### src/rtl/seg_pf_pkg.sv
package seg_pf_pkg;
  localparam int SEG_W  = 16;
  localparam int OFF_W  = 16;
  localparam int PA_W   = 20;
  localparam int BYTE_W = 8;
  localparam int SHIFT  = PA_W - SEG_W;

  // segment shifted left with zero fill plus offset, modulo 2^PA_W
  function automatic logic [PA_W-1:0] phys_addr(input logic [SEG_W-1:0] seg,
                                                input logic [OFF_W-1:0] off);
    logic [PA_W-1:0] base;
    logic [PA_W-1:0] ofs;
    base = {seg, {SHIFT{1'b0}}};
    ofs  = PA_W'(off);
    return base + ofs;
  endfunction
endpackage

### src/rtl/seg_pf_addr.sv
module seg_pf_addr
  import seg_pf_pkg::*;
#(
  parameter logic [SEG_W-1:0] RST_SEG = 16'hFFFF,
  parameter logic [OFF_W-1:0] RST_OFF = 16'h0000
) (
  input  logic             clk,
  input  logic             rst,
  input  logic             jmp,
  input  logic [SEG_W-1:0] jmp_seg,
  input  logic [OFF_W-1:0] jmp_off,
  input  logic             seg_ld,
  input  logic [SEG_W-1:0] seg_val,
  input  logic             off_ld,
  input  logic [OFF_W-1:0] off_val,
  input  logic             advance,
  output logic [SEG_W-1:0] seg_q,
  output logic [OFF_W-1:0] off_q,
  output logic [PA_W-1:0]  fetch_pa
);
  always_ff @(posedge clk) begin
    if (rst) begin
      seg_q <= RST_SEG;
      off_q <= RST_OFF;
    end else if (jmp) begin
      seg_q <= jmp_seg;
      off_q <= jmp_off;
    end else if (seg_ld || off_ld) begin
      if (seg_ld) seg_q <= seg_val;
      if (off_ld) off_q <= off_val;
    end else if (advance) begin
      off_q <= off_q + 1'b1;
    end
  end

  assign fetch_pa = phys_addr(seg_q, off_q);

  // the segment only changes through a load
  a_r2_seg_hold: assert property (@(posedge clk) disable iff (rst)
    (!jmp && !seg_ld) |=> $stable(seg_q));
endmodule

### src/rtl/seg_pf_queue.sv
module seg_pf_queue #(
  parameter int DEPTH = 6,
  parameter int W     = 8,
  localparam int PTR_W = (DEPTH > 1) ? $clog2(DEPTH) : 1,
  localparam int CNT_W = $clog2(DEPTH + 1)
) (
  input  logic             clk,
  input  logic             rst,
  input  logic             clr,
  input  logic             push,
  input  logic [W-1:0]     din,
  input  logic             pop,
  output logic [W-1:0]     dout,
  output logic             valid,
  output logic [CNT_W-1:0] count
);
  logic [W-1:0]     store [DEPTH];
  logic [PTR_W-1:0] wr_ptr;
  logic [PTR_W-1:0] rd_ptr;
  logic             do_push;
  logic             do_pop;

  assign valid   = (count != '0);
  assign do_push = push && !clr;
  assign do_pop  = pop && valid && !clr;

  function automatic logic [PTR_W-1:0] bump(input logic [PTR_W-1:0] p);
    return (p == PTR_W'(DEPTH - 1)) ? '0 : p + 1'b1;
  endfunction

  // storage without reset so it can map onto RAM
  always_ff @(posedge clk) begin
    if (do_push) store[wr_ptr] <= din;
  end

  always_ff @(posedge clk) begin
    if (rst || clr) begin
      wr_ptr <= '0;
      rd_ptr <= '0;
      count  <= '0;
    end else begin
      if (do_push) wr_ptr <= bump(wr_ptr);
      if (do_pop)  rd_ptr <= bump(rd_ptr);
      case ({do_push, do_pop})
        2'b10:   count <= count + 1'b1;
        2'b01:   count <= count - 1'b1;
        default: count <= count;
      endcase
    end
  end

  assign dout = store[rd_ptr];

  a_r4_no_overflow: assert property (@(posedge clk) disable iff (rst)
    do_push |-> (count < CNT_W'(DEPTH)));
  a_r5_head_stable: assert property (@(posedge clk) disable iff (rst)
    (valid && !pop && !clr) |=> (valid && $stable(dout)));
  a_r6_clear_empty: assert property (@(posedge clk) disable iff (rst)
    clr |=> !valid);
endmodule

### src/rtl/seg_pf_bus.sv
module seg_pf_bus
  import seg_pf_pkg::*;
(
  input  logic            clk,
  input  logic            rst,
  input  logic            redirect,
  input  logic            room,
  input  logic [PA_W-1:0] next_pa,
  input  logic            rsp_valid,
  output logic            req,
  output logic [PA_W-1:0] req_pa,
  output logic            accept,
  output logic            busy
);
  logic stale;
  logic issue;

  assign issue  = !busy && room && !redirect;
  assign accept = rsp_valid && busy && !stale && !redirect;

  always_ff @(posedge clk) begin
    if (rst) begin
      req    <= 1'b0;
      req_pa <= '0;
      busy   <= 1'b0;
      stale  <= 1'b0;
    end else begin
      req <= issue;
      if (issue) req_pa <= next_pa;
      if (redirect) begin
        busy  <= busy && !rsp_valid;
        stale <= busy && !rsp_valid;
      end else if (busy && rsp_valid) begin
        busy  <= 1'b0;
        stale <= 1'b0;
      end else if (issue) begin
        busy <= 1'b1;
      end
    end
  end

  a_r3_single_pulse: assert property (@(posedge clk) disable iff (rst)
    req |=> !req);
  a_r3_req_marks_busy: assert property (@(posedge clk) disable iff (rst)
    req |-> busy);
  a_r7_stale_in_flight: assert property (@(posedge clk) disable iff (rst)
    stale |-> busy);
  a_r10_quiet_redirect: assert property (@(posedge clk) disable iff (rst)
    redirect |=> !req);
endmodule

### src/rtl/seg_prefetch_unit.sv
module seg_prefetch_unit
  import seg_pf_pkg::*;
#(
  parameter int DEPTH = 6,
  parameter logic [15:0] RST_SEG = 16'hFFFF,
  parameter logic [15:0] RST_OFF = 16'h0000
) (
  input  logic        clk,
  input  logic        rst,
  input  logic        seg_wr,
  input  logic [15:0] seg_wdata,
  input  logic        ptr_wr,
  input  logic [15:0] ptr_wdata,
  input  logic        jmp_valid,
  input  logic [15:0] jmp_seg,
  input  logic [15:0] jmp_ptr,
  output logic        rd_req,
  output logic [19:0] rd_addr,
  input  logic        rd_valid,
  input  logic [7:0]  rd_data,
  output logic [7:0]  ibyte_data,
  output logic        ibyte_valid,
  input  logic        ibyte_ready
);
  localparam int CNT_W = $clog2(DEPTH + 1);

  logic             redirect;
  logic             accept;
  logic             busy;
  logic [CNT_W-1:0] fill;
  logic [SEG_W-1:0] seg_q;
  logic [OFF_W-1:0] off_q;
  logic [PA_W-1:0]  fetch_pa;

  assign redirect = jmp_valid || seg_wr || ptr_wr;

  seg_pf_addr #(.RST_SEG(RST_SEG), .RST_OFF(RST_OFF)) u_addr (
    .clk(clk), .rst(rst),
    .jmp(jmp_valid), .jmp_seg(jmp_seg), .jmp_off(jmp_ptr),
    .seg_ld(seg_wr), .seg_val(seg_wdata),
    .off_ld(ptr_wr), .off_val(ptr_wdata),
    .advance(accept),
    .seg_q(seg_q), .off_q(off_q), .fetch_pa(fetch_pa)
  );

  seg_pf_bus u_bus (
    .clk(clk), .rst(rst),
    .redirect(redirect),
    .room(fill < CNT_W'(DEPTH)),
    .next_pa(fetch_pa),
    .rsp_valid(rd_valid),
    .req(rd_req), .req_pa(rd_addr),
    .accept(accept), .busy(busy)
  );

  seg_pf_queue #(.DEPTH(DEPTH), .W(BYTE_W)) u_queue (
    .clk(clk), .rst(rst),
    .clr(redirect),
    .push(accept), .din(rd_data),
    .pop(ibyte_ready),
    .dout(ibyte_data), .valid(ibyte_valid), .count(fill)
  );

  // a request's address matches the state that will absorb its data
  a_r1_req_addr: assert property (@(posedge clk) disable iff (rst)
    rd_req |-> (rd_addr == phys_addr(seg_q, off_q)));
  // a full queue issues nothing on the next cycle
  a_r4_full_stall: assert property (@(posedge clk) disable iff (rst)
    (fill == CNT_W'(DEPTH)) |=> !rd_req);
  // the offset does not move while nothing is accepted
  a_r7_off_hold: assert property (@(posedge clk) disable iff (rst)
    (!redirect && !accept) |=> $stable(off_q));
  // environment returns data only for an outstanding read
  a_r3_rsp_only_busy: assert property (@(posedge clk) disable iff (rst)
    rd_valid |-> busy);
endmodule

### config.mk
export PLATFORM = sky130hd
export DESIGN_NAME = seg_prefetch_unit
export DESIGN_NICKNAME = d
export VERILOG_FILES = /design/src/rtl/seg_pf_pkg.sv /design/src/rtl/seg_pf_addr.sv /design/src/rtl/seg_pf_queue.sv /design/src/rtl/seg_pf_bus.sv /design/src/rtl/seg_prefetch_unit.sv
export SDC_FILE = /design/constraint.sdc
export NUM_CORES = 1
export LEC_CHECK = 0
export BUFFER_PORTS_ARGS = -buffer_cell sky130_fd_sc_hd__buf_4
export CAP_MARGIN = 5
export CORE_MARGIN = 2
export CORE_UTILIZATION = 40
export DETAILED_ROUTE_END_ITERATION = 16
export PLACE_DENSITY_LB_ADDON = 0.05
export REMOVE_ABC_BUFFERS = 1
export SLEW_MARGIN = 20
export SYNTH_ARGS = -nofsm -noshare
export SYNTH_HDL_FRONTEND = slang
export SYNTH_SLANG_ARGS = --single-unit
### constraint.sdc
create_clock -name clk -period 5.6 [get_ports clk]
set_clock_uncertainty 0.1 [all_clocks]
set_input_delay 0.28 -clock clk [delete_from_list [all_inputs] [get_ports clk]]
set_output_delay 0.28 -clock clk [all_outputs]
set_load 0.01 [all_outputs]
==> results of run 1 <==
==> power by group <==
part | leakage [µW] | switching, µW | internal [µW] | total (µW)
logic | 0.00163 | 146 | 144 | 290
clock network | 0.000281 | 376 | 709 | 1080
registers | 0.000981 | 26.8 | 899 | 926
total | 0.00289 | 549 | 1750 | 2300
==> area by class of cell <==
cell class / instances / area, µm² / share of cell area
Tap cell: 180 / 225 / 0.0306
Timing Repair Buffer: 139 / 1110 / 0.150
Inverter: 9 / 33.8 / 0.00459
Clock inverter: 13 / 159 / 0.0216
Clock buffer: 19 / 443 / 0.0602
Multi-Input combinational cell: 405 / 2600 / 0.354
Sequential cell: 115 / 2780 / 0.379
==> tightest hold or removal path, stage by stage <==
cell	delay [ns]
buf_4	0.08
a221oi_1	0.07
nor2_1	0.08
==> flip-flops by register name (all words and copies together), names as in the netlist, named ones only <==
| signal | cells |
|---|---|
| u_addr.off_q | 16 |
| u_queue.store | 48 |
| u_addr.seg_q | 16 |
| u_queue.count | 3 |
| u_queue.rd_ptr | 3 |
| u_bus.req | 1 |
| u_queue.wr_ptr | 3 |
| u_bus.busy | 1 |
| u_bus.req_pa | 20 |
| u_bus.stale | 1 |
==> repair_timing <==
action                     CTS  global route
hold endpoints to repair    65             0
setup endpoints to repair    0             0
setup buffers                0             0
hold buffers                25             0
==> placed cells by master, fill, tap and decap left out, drive strengths merged, types with 3 or more instances in the layout <==
cell and count:
xnor2 11, nand2b 5, nor3 11, nor4 3, buf 114, or3 3, clkinv 5, clkbuf 19
and3 9, bufinv 3, a2111oi 3, nand2 85, a31oi 6, a211oi 13, nor2b 5, ha 14
clkinvlp 4, a22oi 3, o31ai 3, dfxtp 67, a21oi 48, inv 10, edfxtp 48, a221oi 3
xor2 9, dlygate4sd3 25, mux4 8, a21o 3, nand4 4, nor2 58, o21ai 29, nand3 14
mux2i 30
==> path summary, 6_finish.rpt <==
kind,to,cells after the start,from
max,u_bus.req_pa[16]$_SDFFE_PP0P_,8,u_addr.off_q[4]$_SDFFE_PP0P_
min,u_addr.off_q[8]$_SDFFE_PP0P_,3,jmp_ptr[8]
min reg2reg,u_bus.req_pa[0]$_SDFFE_PP0P_,2,u_bus.req_pa[0]$_SDFFE_PP0P_
max reg2reg,u_bus.req_pa[16]$_SDFFE_PP0P_,8,u_addr.off_q[4]$_SDFFE_PP0P_
==> kinds of logic after synthesis <==
| family | after synthesis | share of synthesized area |
|---|---|---|
| buffers and inverters | 41 | 0.0293 |
| XOR/XNOR | 20 | 0.0316 |
| AND/OR/NAND/NOR | 201 | 0.159 |
| flip-flops | 115 | 0.502 |
| adder cells (fa/ha/maj) | 16 | 0.0388 |
| AO/OA/AOI/OAI | 130 | 0.153 |
| multiplexers | 38 | 0.0866 |
==> metrics by stage <==
step                      cells  hold WS, ns   util
final                       880       0.0474  0.536
after global placement      823        0.342  0.474
after detailed placement    823        0.352  0.474
after global routing        880       0.0374  0.536
after floorplan             529        0.245      -
after CTS                   880       0.0249  0.536
==> per-layer routing <==
layer  global-route usage  vias up
li1                     -     2295
met1                0.239     2093
met2                0.332      102
met3               0.0515        7
met4               0.0582        0
met5                    0        -
==> summary.txt, run 1 <==
Hold Path Class = in -> reg
Syn Area/Cell = 9.89 µm²
Vias in the first global route = 4343
Ys flop type = dfxtp_1
CTS tree = built
Synth cell count leaders = nand2_1 (85), dfxtp_1 (67), nor2_1 (56), edfxtp_1 (48), a21oi_1 (47)
Share of cells above drive strength 1 = 0.234
Most frequent cell after synthesis = nand2_1
Slew @ Worst Pin = 0.865 ns
Critical Path Start Type = flop
Power per Cell Area = 313 mW/mm²
Vias = 4497
Final period utilization = 0.446
Crit-path max cell delay = 0.41 ns
Achievable Freq = 400 MHz
Setup slack after layout = 3.10 ns
Met3 WL = 545 µm
Setup violators final = 0
Total chip power = 2300 µW
First-pass GRT wire length = 21900 µm
Root Buffer = clkbuf_16
Ranking of synthesized cells by area = edfxtp_1 (26%), dfxtp_1 (24%), nand2_1 (5.8%), mux2i_1 (5.4%), a21oi_1 (4.2%)
1st-iter DRT viols = 253
CP Data Required Time = 5.76 ns
Number of port buffers = 108
Post-synth top area share = 0.260
DIE AREA = 0.0148 mm²
TritonRoute pass-1 iters = 4
Gr usage total = 0.194
Remaining DRCs = 0
Clk buf depth = 2
Setup TNS = 0 ns
Total gr overflow = 0
CP Max Fanout = 6
Crit-path cells = ha_1 > fa_1 > a21o_2 > a311oi_1 > o31a_1 > a21bo_2 > xor2_1 > a21oi_1
Synth async-reset ratio = 0
Resize count post-CTS = 0
# Max-Cap Violations = 0
CP Class = reg -> reg
Status = completed
Area Overhead vs Synth = 32.6%
EDFF count, synth = 48
DP Wirelength = 9610 µm
RSZ-0062 raised after global routing = no
Skew-Pair Late Insertion Delay = 0.41 ns
Die height = 122 µm
Routed wl met2 = 6850 µm
Antenna fix cells = 0
Min cycle time layout = 2.50 ns
Yosys reg bits = 115
Clk sinks = 115
Largest net degree at the start of global routing = 44
Synthesized area = 0.00555 mm²
Register area share after synthesis = 0.502
Fillers = 1255
Detail Route Antenna Nets = 0
CP arrival = 2.66 ns
Final WL = 13700 µm
Max-slew headroom = 0.423
Via density = 5.11
Unique masters post-synth = 57
Endpoint class of the critical path = flop
Delay-heaviest family, CP = compound AO/OA/AOI/OAI gates
Clock transition at path regs = 0.06 ns
Lkg Pwr = 0.00289 µW
Top layer in use = met4
H-tree levels = 4
CTS buffer count = 17
Setup WS pre-CTS = 2.77 ns
Final GP Congestion = 0.829
Reg2reg setup slack = 3.10 ns
Worst vdd rail ir drop = 194 µV
Final hold vios = 0
Final max-slew violation count = 0
Slowest CP cell = fa_1
M1 WL = 6250 µm
Post-synth top area cell = edfxtp_1
Crit path buf inv count = 0
Routed length per instance = 15.6 µm
Initial Utilization = 0.404
Num ports = 109
Initial antenna violation count = 0
Placement Rows = 43
Post-DP Area = 0.00650 mm²
Core box area = 0.0137 mm²
Finished Cell Area = 0.00735 mm²
Synth Warn # = 0
Nets@finish = 782
Die W = 122 µm
Synthesized instance count = 561
(Power assumes the default switching activity.)
==> run 2, diff against run 1 <==
Clock period 5.6 ns to 2.15 ns, I/O delays scaled along.
==> run 2 against run 1 <==
Net effect: setup slack got worse by 3.1 ns; first-iteration DRC count increased by 25%; final cell count increased by 9.3%; maximum frequency increased by 19%; sequential power increased to 2.6 times the previous value; sequential share of layout area decreased by 3.7 points; routed wire length increased by 6.7%; die area unchanged; via count increased by 9.1%; power increased to 2.7 times the previous value; combinational power increased to 3.3 times the previous value; critical path type unchanged; largest cell class unchanged.
==> summary.txt, run 2 (synthesized netlist as in run 1, its figures left out) <==
Area Overhead vs Synth = 47.2%
Slowest CP cell = fa_2
Root Buffer = clkbuf_16
Final max-slew violation count = 0
Crit path buf inv count = 1
Critical Path Start Type = flop
CTS buffer count = 17
Clk buf depth = 2
Routed length per instance = 15.2 µm
First-pass GRT wire length = 23000 µm
Setup WS pre-CTS = -0.152 ns
Initial antenna violation count = 0
CP Max Fanout = 3
Setup violators final = 0
Hold Path Class = in -> reg
Die height = 122 µm
Crit-path cells = ha_4 > fa_2 > a21o_4 > a311oi_2 > o31a_1 > a21bo_2 > buf_4 > o221ai_1
Endpoint class of the critical path = flop
Achievable Freq = 475 MHz
Final WL = 14700 µm
Remaining DRCs = 0
Placement Rows = 43
RSZ-0062 raised after global routing = yes
Fillers = 1179
Final GP Congestion = 0.797
Delay-heaviest family, CP = compound AO/OA/AOI/OAI gates
1st-iter DRT viols = 316
# Max-Cap Violations = 0
Share of cells above drive strength 1 = 0.274
Power per Cell Area = 764 mW/mm²
Antenna fix cells = 0
Post-Layout Cell Count = 962
Largest register FFs = 48
Footprint of the multi-input gates = 0.00267 mm²
CP arrival = 2.27 ns
CP Data Required Time = 2.32 ns
Number of port buffers = 108
Leading cell type in the layout, fill and taps excluded = buf_4
Worst vdd rail ir drop = 367 µV
Via density = 5.10
DP Wirelength = 10400 µm
Skew-Pair Late Insertion Delay = 0.41 ns
Die W = 122 µm
Nets@finish = 864
Clk sinks = 115
Num ports = 109
Top flop regs = u_queue.store (48), u_bus.req_pa (20)
Setup TNS = 0 ns
Final hold vios = 0
Lkg Pwr = 0.00329 µW
Top reg by flops = u_queue.store
Clock transition at path regs = 0.06 ns
Status = completed
Final period utilization = 0.978
CP Class = reg -> reg
Min cycle time layout = 2.10 ns
Slew @ Worst Pin = 0.578 ns
H-tree levels = 4
Core box area = 0.0137 mm²
Vias in the first global route = 4607
Cells after DPL = 859
Total chip power = 6240 µW
Vias = 4906
Setup slack after layout = 0.0462 ns
Detail Route Antenna Nets = 0
Sequential cell area = 0.00279 mm²
Crit-path max cell delay = 0.34 ns
Gr usage total = 0.203
CTS tree = built
Total gr overflow = 0
Most frequent cells in the layout = buf_4 (152), nand2_1 (84), dlygate4sd3_1 (66), dfxtp_1 (63), nor2_1 (56)
TritonRoute pass-1 iters = 4
Max-slew headroom = 0.614
DIE AREA = 0.0148 mm²
Largest net degree at the start of global routing = 35
Initial Utilization = 0.404
==> run 2: cell types whose count changed in the layout (fill, tap and decap cells not counted), sizes merged <==
cell / change
inv: -1
buf: +41
dlygate4sd3: +41
clkinvlp: -4
bufinv: +1
clkinv: +3
clkbuf: +1
==> run 2: per-stage QoR <==
step	instance area (µm²)	hold WS, ns	util
detailed placement	6790	0.230	0.495
floorplan	5420	0.0721	-
global route	8170	0.0393	0.595
CTS	8070	0.0187	0.588
global placement	6790	0.222	0.495
finish	8170	0.0400	0.595
==> run 2: power breakdown <==
group | switching (µW) | internal (µW)
clock | 958 | 1920
combinational | 443 | 518
sequential | 58.8 | 2340
==> run 2: what timing repair did <==
| item | in CTS | in global routing |
|---|---|---|
| resized for setup | 3 | 18 |
| hold buffers | 66 | 0 |
| hold endpoints to repair | 82 | 0 |
| cloned | 0 | 0 |
| endpoints found under the setup margin | 5 | 11 |
| pin swaps | 4 | 4 |
| setup buffers | 0 | 5 |
==> run 2: final cells by class <==
class                      instances  share of cell area
sequential                       115               0.341
tap                              180              0.0276
multi-input combinational        405               0.327
clock inverter                    12              0.0199
clock buffer                      20              0.0535
timing repair buffer             221               0.227
inverter                           9             0.00414
==> run 2: worst register-to-register path: cells and delay by family, from the launching register on <==
family          cells  cell delay [ns]
fa+ha+maj           2             0.50
flops               1             0.33
buf+inv             1             0.11
compound gates      5             0.92
==> run 2: layer usage <==
layer	GRT usage	vias to the layer above	wire (µm)
li1	-	2460	-
met1	0.245	2303	6440
met2	0.352	125	7340
met3	0.0510	18	654
met4	0.0740	0	214
met5	0	-	0
==> run 2: worst paths after layout <==
check / startpoint / endpoint / slack [ns] / cells past startpoint
worst max-delay path: u_addr.seg_q[0]$_SDFFE_PP1P_ / u_bus.req_pa[18]$_SDFFE_PP0P_ / 0.05 / 8
worst min-delay path: jmp_ptr[11] / u_addr.off_q[11]$_SDFFE_PP0P_ / 0.04 / 4
worst max register to register: u_addr.seg_q[0]$_SDFFE_PP1P_ / u_bus.req_pa[18]$_SDFFE_PP0P_ / 0.05 / 8
worst min register to register: u_bus.req_pa[9]$_SDFFE_PP0P_ / u_bus.req_pa[9]$_SDFFE_PP0P_ / 0.35 / 2
==> run 3, diff against run 2 <==
Settings changed: REMOVE_ABC_BUFFERS 1 to default.
==> run 3 against run 2 <==
Net effect: critical path depth unchanged; via count down 0.10%; worst hold slack worse by 0.015 ns; critical path type unchanged; largest power group unchanged.
==> summary.txt, run 3 (synthesized netlist as in run 1, its figures left out) <==
Clk sinks = 115
Nets@finish = 862
Number of port buffers = 108
Status = completed
Share of cells above drive strength 1 = 0.269
Critical Path Start Type = flop
Final hold vios = 0
Detail Route Antenna Nets = 0
Root Buffer = clkbuf_16
Largest register FFs = 48
Achievable Freq = 472 MHz
TritonRoute pass-1 iters = 4
DP Wirelength = 10400 µm
Final max-slew violation count = 0
Area Overhead vs Synth = 46.5%
CP Max Fanout = 3
Crit-path cells = ha_4 > fa_2 > a21o_4 > a311oi_2 > o31a_1 > a21bo_2 > xor2_1 > a21oi_1
Hold Path Class = in -> reg
Placement Rows = 43
Num ports = 109
Final GP Congestion = 0.812
Die height = 122 µm
CP Class = reg -> reg
Vias in the first global route = 4771
Final period utilization = 0.986
Largest net degree at the start of global routing = 42
DIE AREA = 0.0148 mm²
Crit-path max cell delay = 0.34 ns
Via density = 5.11
Total gr overflow = 0
1st-iter DRT viols = 248
Worst vdd rail ir drop = 428 µV
CP arrival = 2.31 ns
Crit path buf inv count = 0
Delay-heaviest family, CP = compound AO/OA/AOI/OAI gates
Top reg by flops = u_queue.store
Gr usage total = 0.205
Initial Utilization = 0.404
Most frequent cells in the layout = buf_4 (145), nand2_1 (84), dlygate4sd3_1 (69), dfxtp_1 (64), nor2_1 (56)
Endpoint class of the critical path = flop
Antenna fix cells = 0
Slowest CP cell = fa_2
Min Hold Slack = 0.0255 ns
Routed length per instance = 15.3 µm
Setup violators final = 0
Top flop regs = u_queue.store (48), u_bus.req_pa (20)
Vias = 4901
Min cycle time layout = 2.12 ns
Core Util, Final = 0.592
Core box area = 0.0137 mm²
Lkg Pwr = 0.00323 µW
Final WL = 14700 µm
Max-slew headroom = 0.638
First-pass GRT wire length = 23000 µm
Initial antenna violation count = 0
Die W = 122 µm
H-tree levels = 4
Clk buf depth = 2
Power per Cell Area = 721 mW/mm²
CTS buffer count = 17
Leading cell type in the layout, fill and taps excluded = buf_4
Skew-Pair Late Insertion Delay = 0.41 ns
Slew @ Worst Pin = 0.542 ns
# Max-Cap Violations = 0
Remaining DRCs = 0
RSZ-0062 raised after global routing = yes
Clock transition at path regs = 0.05 ns
Synth Net Count = 656
CP Data Required Time = 2.34 ns
CTS tree = built
-- run 3: routing by layer --
metal  GRT usage  vias to the layer above  wire (µm)
li1            -                     2465          -
met1       0.229                     2315       6220
met2       0.374                      100       7630
met3      0.0473                       21        542
met4      0.0812                        0        267
met5           0                        -          0
-- run 3: power by group --
group | switching (µW) | internal [µW]
clock | 937 | 1550
sequential | 62.9 | 2340
combinational | 438 | 522
-- run 3: worst reg2reg max path, delay by kind of cell (launching register included) --
family / cells / cell delay, ns
compound gates: 5 / 0.91
xor+xnor: 1 / 0.16
fa+ha+maj: 2 / 0.50
flops: 1 / 0.33
-- run 3: final cells by class --
class | instances | area (µm²)
tap | 180 | 225
multi-input combinational | 405 | 2690
timing repair buffer | 219 | 1860
inverter | 9 | 33.8
clock buffer | 19 | 433
clock inverter | 13 | 95.1
fill | 1210 | 5600
sequential | 115 | 2790
-- run 3: repair_timing --
item | CTS | global route
cloned | 0 | 0
endpoints found under the setup margin | 3 | 15
pin swaps | 6 | 14
buffers inserted | 2 | 0
hold buffers | 70 | 0
hold endpoints to repair | 81 | 0
gates resized for setup | 3 | 14
-- run 3: metrics by stage --
stage	cells	total power, µW	TNS, ns	instance area, µm²	setup slack, ns
after detailed placement	858	3250	-0.105	6820	-0.0445
after floorplan	561	2910	0	5570	0.0192
after CTS	962	5900	0	8080	0.00330
final	960	5860	0	8120	0.0301
after global placement	858	3240	0	6820	0.0113
after global routing	960	6100	-0.115	8120	-0.0412
-- run 3: final timing paths --
path	start	end	slack, ns	depth (start not counted)
hold reg to reg	u_bus.req_pa[9]$_SDFFE_PP0P_	u_bus.req_pa[9]$_SDFFE_PP0P_	0.35	2
setup reg to reg	u_addr.seg_q[0]$_SDFFE_PP1P_	u_bus.req_pa[16]$_SDFFE_PP0P_	0.03	8
hold / removal	rst	u_addr.seg_q[11]$_SDFFE_PP1P_	0.03	4
setup / recovery	u_addr.seg_q[0]$_SDFFE_PP1P_	u_bus.req_pa[16]$_SDFFE_PP0P_	0.03	8
